===== src/rtl/seg_addr_pkg.sv =====
package seg_addr_pkg;

  typedef enum logic [2:0] {
    SEG_CODE  = 3'd0,
    SEG_DATA  = 3'd1,
    SEG_EXTRA = 3'd2,
    SEG_STACK = 3'd3,
    SEG_AUX1  = 3'd4,
    SEG_AUX2  = 3'd5
  } seg_id_e;

  typedef enum logic [1:0] {
    ACC_FETCH   = 2'd0,
    ACC_DATA    = 2'd1,
    ACC_STR_SRC = 2'd2,
    ACC_STR_DST = 2'd3
  } acc_kind_e;

  typedef enum logic [1:0] {
    BASE_GEN_A    = 2'd0,
    BASE_STACKPTR = 2'd1,
    BASE_FRAMEPTR = 2'd2,
    BASE_GEN_B    = 2'd3
  } base_cls_e;

  localparam int unsigned NUM_SEGS = 6;
  localparam int unsigned SEL_W    = 3;

endpackage


===== src/rtl/seg_regfile.sv =====
module seg_regfile
  import seg_addr_pkg::*;
#(
  parameter int unsigned SEG_W = 16,
  parameter int unsigned NSEG  = NUM_SEGS
) (
  input  logic                       clk,
  input  logic                       rst_n,
  input  logic                       wr_en,
  input  logic [SEL_W-1:0]           wr_sel,
  input  logic [SEG_W-1:0]           wr_val,
  output logic [NSEG-1:0][SEG_W-1:0] seg_q
);

  generate
    for (genvar g = 0; g < NSEG; g++) begin : g_seg
      logic             hit;
      logic [SEG_W-1:0] nxt;

      always_comb begin
        hit = wr_en && (wr_sel == SEL_W'(g));
        nxt = hit ? wr_val : seg_q[g];
      end

      always_ff @(posedge clk or negedge rst_n) begin
        if (!rst_n) begin
          seg_q[g] <= '0;
        end else if (hit) begin
          seg_q[g] <= nxt;
        end
      end
    end
  endgenerate

endmodule


===== src/rtl/seg_select.sv =====
module seg_select
  import seg_addr_pkg::*;
(
  input  acc_kind_e        kind,
  input  base_cls_e        base,
  input  logic             ovr_en,
  input  logic [SEL_W-1:0] ovr_sel,
  output seg_id_e          sel
);

  seg_id_e dflt;
  logic    ovr_ok;
  logic    ovr_allowed;

  always_comb begin
    unique case (kind)
      ACC_FETCH:   dflt = SEG_CODE;
      ACC_STR_DST: dflt = SEG_EXTRA;
      ACC_STR_SRC: dflt = SEG_DATA;
      default: begin
        if (base == BASE_STACKPTR || base == BASE_FRAMEPTR) begin
          dflt = SEG_STACK;
        end else begin
          dflt = SEG_DATA;
        end
      end
    endcase
  end

  always_comb begin
    ovr_allowed = (kind == ACC_DATA) || (kind == ACC_STR_SRC);
    ovr_ok      = ovr_en && ovr_allowed && (ovr_sel < SEL_W'(NUM_SEGS));
    sel         = ovr_ok ? seg_id_e'(ovr_sel) : dflt;
  end

endmodule


===== src/rtl/addr_adder.sv =====
module addr_adder #(
  parameter int unsigned SEG_W  = 16,
  parameter int unsigned OFF_W  = 16,
  parameter int unsigned SHIFT  = 4,
  parameter int unsigned PHYS_W = SEG_W + SHIFT
) (
  input  logic [SEG_W-1:0]  seg_val,
  input  logic [OFF_W-1:0]  offset,
  output logic [PHYS_W-1:0] phys
);

  localparam int unsigned SUM_W = PHYS_W + 1;

  logic [SUM_W-1:0] base_ext;
  logic [SUM_W-1:0] off_ext;
  logic [SUM_W-1:0] sum;

  always_comb begin
    base_ext = SUM_W'({seg_val, {SHIFT{1'b0}}});
    off_ext  = SUM_W'(offset);
    sum      = base_ext + off_ext;
    phys     = sum[PHYS_W-1:0];
  end

endmodule


===== src/rtl/str_ptr_unit.sv =====
module str_ptr_unit #(
  parameter int unsigned OFF_W = 16
) (
  input  logic             clk,
  input  logic             rst_n,
  input  logic             wr_en,
  input  logic             wr_dst,
  input  logic [OFF_W-1:0] wr_val,
  input  logic             step_src,
  input  logic             step_dst,
  input  logic             dir_dec,
  input  logic [1:0]       elem_size,
  output logic [OFF_W-1:0] src_q,
  output logic [OFF_W-1:0] dst_q
);

  localparam int unsigned NPTR = 2;

  logic [OFF_W-1:0]          step;
  logic [NPTR-1:0][OFF_W-1:0] q;

  always_comb begin
    unique case (elem_size)
      2'd0:    step = OFF_W'(1);
      2'd1:    step = OFF_W'(2);
      default: step = OFF_W'(4);
    endcase
  end

  generate
    for (genvar g = 0; g < NPTR; g++) begin : g_ptr
      logic             ld;
      logic             adv;
      logic             en;
      logic [OFF_W-1:0] nxt;

      always_comb begin
        ld  = wr_en && (wr_dst == (g != 0));
        adv = (g == 0) ? step_src : step_dst;
        en  = ld || adv;
        if (ld) begin
          nxt = wr_val;
        end else if (dir_dec) begin
          nxt = q[g] - step;
        end else begin
          nxt = q[g] + step;
        end
      end

      always_ff @(posedge clk or negedge rst_n) begin
        if (!rst_n) begin
          q[g] <= '0;
        end else if (en) begin
          q[g] <= nxt;
        end
      end
    end
  endgenerate

  assign src_q = q[0];
  assign dst_q = q[1];

endmodule


===== src/rtl/seg_addr_gen.sv =====
module seg_addr_gen
  import seg_addr_pkg::*;
#(
  parameter int unsigned SEG_W  = 16,
  parameter int unsigned OFF_W  = 16,
  parameter int unsigned SHIFT  = 4,
  parameter int unsigned PHYS_W = SEG_W + SHIFT
) (
  input  logic              clk,
  input  logic              rst_n,
  input  logic              seg_wr_en,
  input  logic [2:0]        seg_wr_sel,
  input  logic [SEG_W-1:0]  seg_wr_val,
  input  logic              idx_wr_en,
  input  logic              idx_wr_dst,
  input  logic [OFF_W-1:0]  idx_wr_val,
  input  logic              dir_dec,
  input  logic [1:0]        elem_size,
  input  logic              acc_valid,
  input  logic [1:0]        acc_kind,
  input  logic [1:0]        acc_base,
  input  logic              ovr_en,
  input  logic [2:0]        ovr_sel,
  input  logic [OFF_W-1:0]  acc_offset,
  output logic [PHYS_W-1:0] phys_addr,
  output logic [2:0]        seg_sel,
  output logic              addr_valid,
  output logic [OFF_W-1:0]  src_ptr,
  output logic [OFF_W-1:0]  dst_ptr
);

  logic [NUM_SEGS-1:0][SEG_W-1:0] seg_q;
  seg_id_e                        sel_c;
  acc_kind_e                      kind_c;
  base_cls_e                      base_c;
  logic [OFF_W-1:0]               off_c;
  logic [SEG_W-1:0]               seg_val_c;
  logic [PHYS_W-1:0]              phys_c;
  logic                           step_src;
  logic                           step_dst;
  logic [PHYS_W-1:0]              phys_nxt;
  logic [2:0]                     sel_nxt;

  seg_regfile #(
    .SEG_W (SEG_W),
    .NSEG  (NUM_SEGS)
  ) u_regs (
    .clk    (clk),
    .rst_n  (rst_n),
    .wr_en  (seg_wr_en),
    .wr_sel (seg_wr_sel),
    .wr_val (seg_wr_val),
    .seg_q  (seg_q)
  );

  always_comb begin
    kind_c = acc_kind_e'(acc_kind);
    base_c = base_cls_e'(acc_base);
  end

  seg_select u_sel (
    .kind    (kind_c),
    .base    (base_c),
    .ovr_en  (ovr_en),
    .ovr_sel (ovr_sel),
    .sel     (sel_c)
  );

  always_comb begin
    step_src = acc_valid && (kind_c == ACC_STR_SRC);
    step_dst = acc_valid && (kind_c == ACC_STR_DST);
    unique case (kind_c)
      ACC_STR_SRC: off_c = src_ptr;
      ACC_STR_DST: off_c = dst_ptr;
      default:     off_c = acc_offset;
    endcase
    seg_val_c = seg_q[sel_c];
  end

  str_ptr_unit #(
    .OFF_W (OFF_W)
  ) u_ptrs (
    .clk       (clk),
    .rst_n     (rst_n),
    .wr_en     (idx_wr_en),
    .wr_dst    (idx_wr_dst),
    .wr_val    (idx_wr_val),
    .step_src  (step_src),
    .step_dst  (step_dst),
    .dir_dec   (dir_dec),
    .elem_size (elem_size),
    .src_q     (src_ptr),
    .dst_q     (dst_ptr)
  );

  addr_adder #(
    .SEG_W  (SEG_W),
    .OFF_W  (OFF_W),
    .SHIFT  (SHIFT),
    .PHYS_W (PHYS_W)
  ) u_add (
    .seg_val (seg_val_c),
    .offset  (off_c),
    .phys    (phys_c)
  );

  always_comb begin
    phys_nxt = acc_valid ? phys_c : phys_addr;
    sel_nxt  = acc_valid ? 3'(sel_c) : seg_sel;
  end

  always_ff @(posedge clk or negedge rst_n) begin
    if (!rst_n) begin
      phys_addr  <= '0;
      seg_sel    <= '0;
      addr_valid <= 1'b0;
    end else begin
      addr_valid <= acc_valid;
      if (acc_valid) begin
        phys_addr <= phys_nxt;
        seg_sel   <= sel_nxt;
      end
    end
  end

endmodule


===== config.mk =====
export PLATFORM = sky130hd
export DESIGN_NAME = seg_addr_gen
export DESIGN_NICKNAME = d
export VERILOG_FILES = /design/src/rtl/seg_addr_pkg.sv /design/src/rtl/seg_regfile.sv /design/src/rtl/seg_select.sv /design/src/rtl/addr_adder.sv /design/src/rtl/str_ptr_unit.sv /design/src/rtl/seg_addr_gen.sv
export SDC_FILE = /design/constraint.sdc
export NUM_CORES = 1
export LEC_CHECK = 0
export ABC_CLOCK_PERIOD_IN_PS = 6050
export BUFFER_PORTS_ARGS = -buffer_cell sky130_fd_sc_hd__buf_4
export CORE_UTILIZATION = 42
export DETAILED_ROUTE_END_ITERATION = 8
export PLACE_DENSITY = 0.72
export SLEW_MARGIN = 5
export SYNTH_ARGS = -nofsm -noshare
export SYNTH_HDL_FRONTEND = slang
export SYNTH_SLANG_ARGS = --single-unit

===== constraint.sdc =====
create_clock -name clk -period 6.05 [get_ports clk]
set_input_delay 0 -clock clk [delete_from_list [all_inputs] [get_ports clk]]
set_output_delay 0 -clock clk [all_outputs]
set_load 0.05 [all_outputs]

## Word-level counts from Yosys, hierarchy flattened

Cells that the tools add are included.

- Register bits: 152
- Output and inout port bits: 56
- Logic and storage cells: 60

- Add/subtract/negate cells: 5
- Magnitude comparators: 2
- Eq/ne operators: 11
- Multiplexer cells: 11
- Bitwise logic cells: 1
- Reductions and logical operators: 19

Operator list:

| cell | count |
|---|---|
| $mux W16 | 5 |
| $bmux W16 S3 | 1 |
| $pmux W16 S2 | 1 |
| $add A20 B16 Y20 | 1 |
| $add A16 B16 Y16 | 1 |
| $add A16 B3 Y16 | 1 |
| $sub A16 B16 Y16 | 1 |
| $sub A16 B3 Y16 | 1 |
| $logic_and A1 B1 Y1 | 12 |
| $pmux W3 S3 | 1 |
| $eq A2 B1 Y1 const B | 3 |
| $eq A2 B2 Y1 const B | 3 |
| $eq A3 B2 Y1 const B | 2 |
| $eq A3 B3 Y1 const B | 2 |
| $pmux W3 S2 | 1 |
| $logic_not A2 Y1 | 2 |
| $logic_or A1 B1 Y1 | 4 |
| $lt A3 B4 Y1 const B | 1 |
| $eq A3 B1 Y1 const B | 1 |
| $logic_not A3 Y1 | 1 |
| $lt A3 B3 Y1 const B | 1 |
| $mux W3 | 1 |
| $mux W2 | 1 |
| $not A1 Y1 | 1 |

## Depth between registers and ports, before layout

- Depth in word-level cells: 8
- Mapped depth: 20

## Cells and area by module

Synthesis repeated with hierarchy kept, for this count alone.

- Cells, all modules: 907
- Area total of the unflattened synthesis: 9679.3 µm²

By module, submodules not included:

| module | times used | cells an instance | area each (µm²) | sequential area each (µm²) |
|---|---|---|---|---|
| seg_regfile | 1 | 208 | 3682.3 | 2402.3 |
| str_ptr_unit | 1 | 377 | 3019.1 | 800.8 |
| seg_addr_gen | 1 | 202 | 2070.7 | 600.6 |
| addr_adder | 1 | 108 | 820.8 | 0.0 |
| seg_select | 1 | 12 | 86.3 | 0.0 |

## Worst setup path before layout

OpenSTA, ideal clock, no wires.

- Kind: input -> register
- From: input acc_kind[0]
- To: register phys_addr[14]
- Arrival time: 3.300 ns
- Data required time: 5.925 ns
- Path slack: 2.626 ns
- Stages: 19
- Path buffers: 2
- Cell sequence: inv_1 ha_1 or4b_1 buf_2 clkbuf_1 nand2_1 nand3_1 nand3_1 o21ai_1 ha_1 inv_1 fa_1 nor2b_1 o31a_1 o31a_1 o21ai_1 nand2_1 xor2_1 mux2_2

- Word-level cells in the longest chain between the ends: 8

Ends and longest elaborated chain:

| element | line | source |
|---|---|---|
| from (decl) | seg_addr_gen.sv:20 | `input logic [1:0] acc_kind,` |
| $eq A2 B1 Y1 / $eq A2 B2 Y1 (equally long branches) | seg_select.sv:31, seg_select.sv:16, seg_addr_gen.sv:72 |  |
| $logic_or A1 B1 Y1 | seg_select.sv:31 | `ovr_allowed = (kind == ACC_DATA) \|\| (kind == ACC_STR_SRC);` |
| $logic_and A1 B1 Y1 (2 in series) | seg_select.sv:32 | `ovr_ok = ovr_en && ovr_allowed && (ovr_sel < SEL_W'(NUM_SEGS));` |
| $mux W3 | seg_select.sv:33 | `sel = ovr_ok ? seg_id_e'(ovr_sel) : dflt;` |
| $bmux W16 S3 | seg_addr_gen.sv:77 | `seg_val_c = seg_q[sel_c];` |
| $mux W16 (implied by the code) | seg_addr_gen.sv:77 |  |
| $add A20 B16 Y20 * | addr_adder.sv:21 | `sum = base_ext + off_ext;` |
| to (signal assigned) | seg_addr_gen.sv:120 | `phys_addr <= phys_nxt;` |
| to (decl) | seg_addr_gen.sv:25 | `output logic [PHYS_W-1:0] phys_addr,` |

Every way passes the cells marked *; elsewhere a longest branch is shown, timed or not. The select of a mux whose other input is x is not followed.
A chain may end at the register's enable or synchronous reset.

## Worst setup path after layout

- From: input acc_kind[0]
- To: register phys_addr[17]

The elaborated chain is that of the path after synthesis.

==> impl_metrics.json <==
{
  "power_frac_seq_pct": 34.1,
  "max_freq_mhz": 283,
  "io_pins": 124,
  "grt_antenna_before_repair": 0,
  "htreeDepth": 4,
  "cts_resized": 0,
  "cp-start-kind": "primary input",
  "placed_cell_area_um2": 10400,
  "p_sw_share_pct": 38.0,
  "die_w_um": 150,
  "ys_async_sr_fraction_pct": 100,
  "crit_chain": "buf_4 -> inv_1 -> ha_1 -> a31oi_4 -> buf_4 -> mux2i_1 -> o21ai_0 -> ha_1 -> o21ai_0 -> nor2_1 -> o21ai_1 -> o221ai_1 -> a21oi_1 -> o211ai_1 -> a31o_1",
  "syn_to_final_growth_pct": 24.3,
  "cp_data_arrival_time_ns": 3.86,
  "synth_edf_count": 0,
  "netlist_area_um2": 9160,
  "p_switching_mw": 1.60,
  "io_buffers": 123,
  "finalCritPeriodShare_pct": 58.5,
  "slowest_delay_ns": 0.69,
  "required_ns": 6.37,
  "combPwrFrac_pct": 38.6,
  "clock_skew_ns": 0.00759,
  "grt_max_degree": 79,
  "route.detailed.drc": 0,
  "track_usage_pct": 23.4,
  "fp.dieH_um": 150,
  "grt_pass1_vias": 7576,
  "intPower_mw": 2.62,
  "ys_types": 70,
  "ctsHoldBuffers": 38,
  "cts-root-buf": "clkbuf_16",
  "final_area_um2": 11400,
  "fillers": 1885,
  "fin_nets": 1190,
  "crit_slowest_cell": "a31oi_4",
  "routed_wl_um": 25000,
  "dpl.hpwl_um": 17300,
  "cts_buffers": 17,
  "finalSetupViolCount": 0,
  "power-per-cell-area_nw_per_um2": 371,
  "clk_path_buf_depth": 2,
  "hold_violations": 0,
  "fin_crit_ns": 3.54,
  "synthFlopType": "dfrtp_1",
  "yosys_warnings": 0,
  "clock_sink_count": 152,
  "clkPwrFrac_pct": 27.3,
  "start_util_pct": 43.1,
  "cp_max_fo": 22,
  "ff_latch_area_um2": 3800,
  "fin_setup_tns_ns": 0,
  "worst_pin_slew_ns": 1.01,
  "die_area_um2": 22400,
  "vias": 7754,
  "avgSynthCellArea_um2": 9.84,
  "crit_path_end_kind": "flop",
  "outcome": "finished clean",
  "slew_viol_final": 0,
  "drive_above_1_share_pct": 26.8,
  "postCtsSetupBuffers": 0,
  "ys_seq_area_share_pct": 41.5,
  "path_buf_inv": 3,
  "drt_iter0_drc": 559,
  "antenna_cells": 0,
  "crit_family": "compound AO/OA/AOI/OAI gates",
  "clk_latency_ns": 0.43,
  "crit_type": "in -> reg",
  "relSlewSlack_pct": 32.5,
  "grt_overflow": 0,
  "clk_pin_slew_ns": 0.06,
  "leakagePower_nw": 5.14,
  "final_antenna_net_count": 0,
  "viasPerCell": 5.70,
  "drtPass1Iterations": 5,
  "synth_fp_nets": 1047,
  "hp-class": "in -> reg",
  "rows": 53,
  "multiInputGateArea_um2": 5140,
  "core-area_um2": 21200,
  "synthCells": 930,
  "globalplace.congestion": 0.901,
  "cts_tree": "yes",
  "rsz0062_at_grt": "false",
  "wire_per_inst_um": 18.4,
  "grt_pass1_wl_um": 40300,
  "maxCapViolations": 0,
  "synth_seq_cells": 152,
  "peakVddDrop_mv": 0.168
}
[worst paths after layout]
kind,startpoint,end,slack (ns),cells after the start
max,acc_kind[0],phys_addr[17],2.51,15
min,acc_offset[4],phys_addr[4],0.12,5
max reg2reg,u_ptrs.dst_q[0],u_ptrs.dst_q[8],3.08,10
min reg2reg,phys_addr[10],phys_addr[10],0.49,2
max in group asynchronous,rst_n,u_ptrs.src_q[11],4.40,3
min in group asynchronous,rst_n,u_regs.seg_q[94],0.17,2
[registers in the layout, indices dropped and copies added (netlist names)]
signal,flops
phys_addr,20
seg_sel,3
u_ptrs.dst_q,16
u_ptrs.src_q,16
u_regs.seg_q,96
addr_valid,1
[power groups by stage]
stage | Sequential (mW) | Combinational (mW) | Clock [mW]
floorplan | 1.73 | 0.825 | 0
global placement | 1.44 | 1.57 | 0
global route | 1.47 | 1.77 | 1.21
CTS | 1.43 | 1.63 | 1.17
detailed placement | 1.45 | 1.60 | 0
finish | 1.44 | 1.63 | 1.15
[synth_stat cells (all sizes together) (4+ instances only)]
cell      n  area, um^2
ha       46         576
xor2     11        96.3
nor3     20         100
buf      20         103
nand2   137         514
inv      20        75.1
nor2b     6        37.5
nand4     9        56.3
mux2i    22         220
a22oi    28         210
a211oi    4        35.0
o31a      4        35.0
a31oi    12        90.1
o21ai    50         250
and3      6        37.5
a21oi    30         150
o21bai    5        37.5
or3       6        37.5
nand3    55         275
clkbuf   27         101
mux2    107        1200
a21o     13        97.6
dfrtp   152        3800
o21a     12        90.1
nor2     51         191
xnor2    16         140
[layout make-up]
cell class | instances | share of cell area [%]
clock buffer | 18 | 3.86
tap | 275 | 3.02
multi-input combinational | 711 | 45.2
sequential | 152 | 33.4
clock inverter | 13 | 1.69
inverter | 20 | 0.660
timing repair buffer | 171 | 12.2
[cells in the final DEF, fill, tap and decap left out, types with 22 or more instances in the layout]
cell type      instances
buf_4                132
o21ai_0               43
nand3_1               55
nand2_1              137
mux2i_1               22
dfrtp_1              152
dlygate4sd3_1         38
a21oi_1               30
nor2_1                51
mux2_2               107
a22oi_1               28
ha_1                  46
[tightest hold or removal path, cell delays in order]
cell and delay (ns):
buf_4 0.07, nand2_1 0.04, nand2_1 0.07, ha_1 0.17, mux2_2 0.15
[metal layers]
layer  GRT usage (%)  wire, um  vias up
met5               0         0        -
met4            10.2       780        0
met3            3.84      1270       49
met2            36.0     11500      254
met1            32.2     11400     3789
li1                -         -     3662
[through the flow]
step                worst slack [ns]  power (mW)  util (%)  hold slack, ns  instances
CTS                             2.56        4.23      53.6           0.104       1360
finish                          2.51        4.22      53.6           0.117       1360
detailed placement              2.13        3.05      48.9          0.0849       1291
floorplan                       2.63        2.56         -          -0.296        930
global route                    2.14        4.44      53.6           0.131       1360
global placement                2.25        3.01      48.9          0.0718       1291
[cells by family after synthesis]
family | synth area share, %
and+or+nand+nor | 15.6
AOI/OAI and AO/OA | 14.4
xor gates and xnor gates | 2.58
DFF | 41.5
muxes | 15.8
adders and majority gates | 6.94
buffers and inverters | 3.05
No activity file was read; power rests on OpenSTA's default activity.
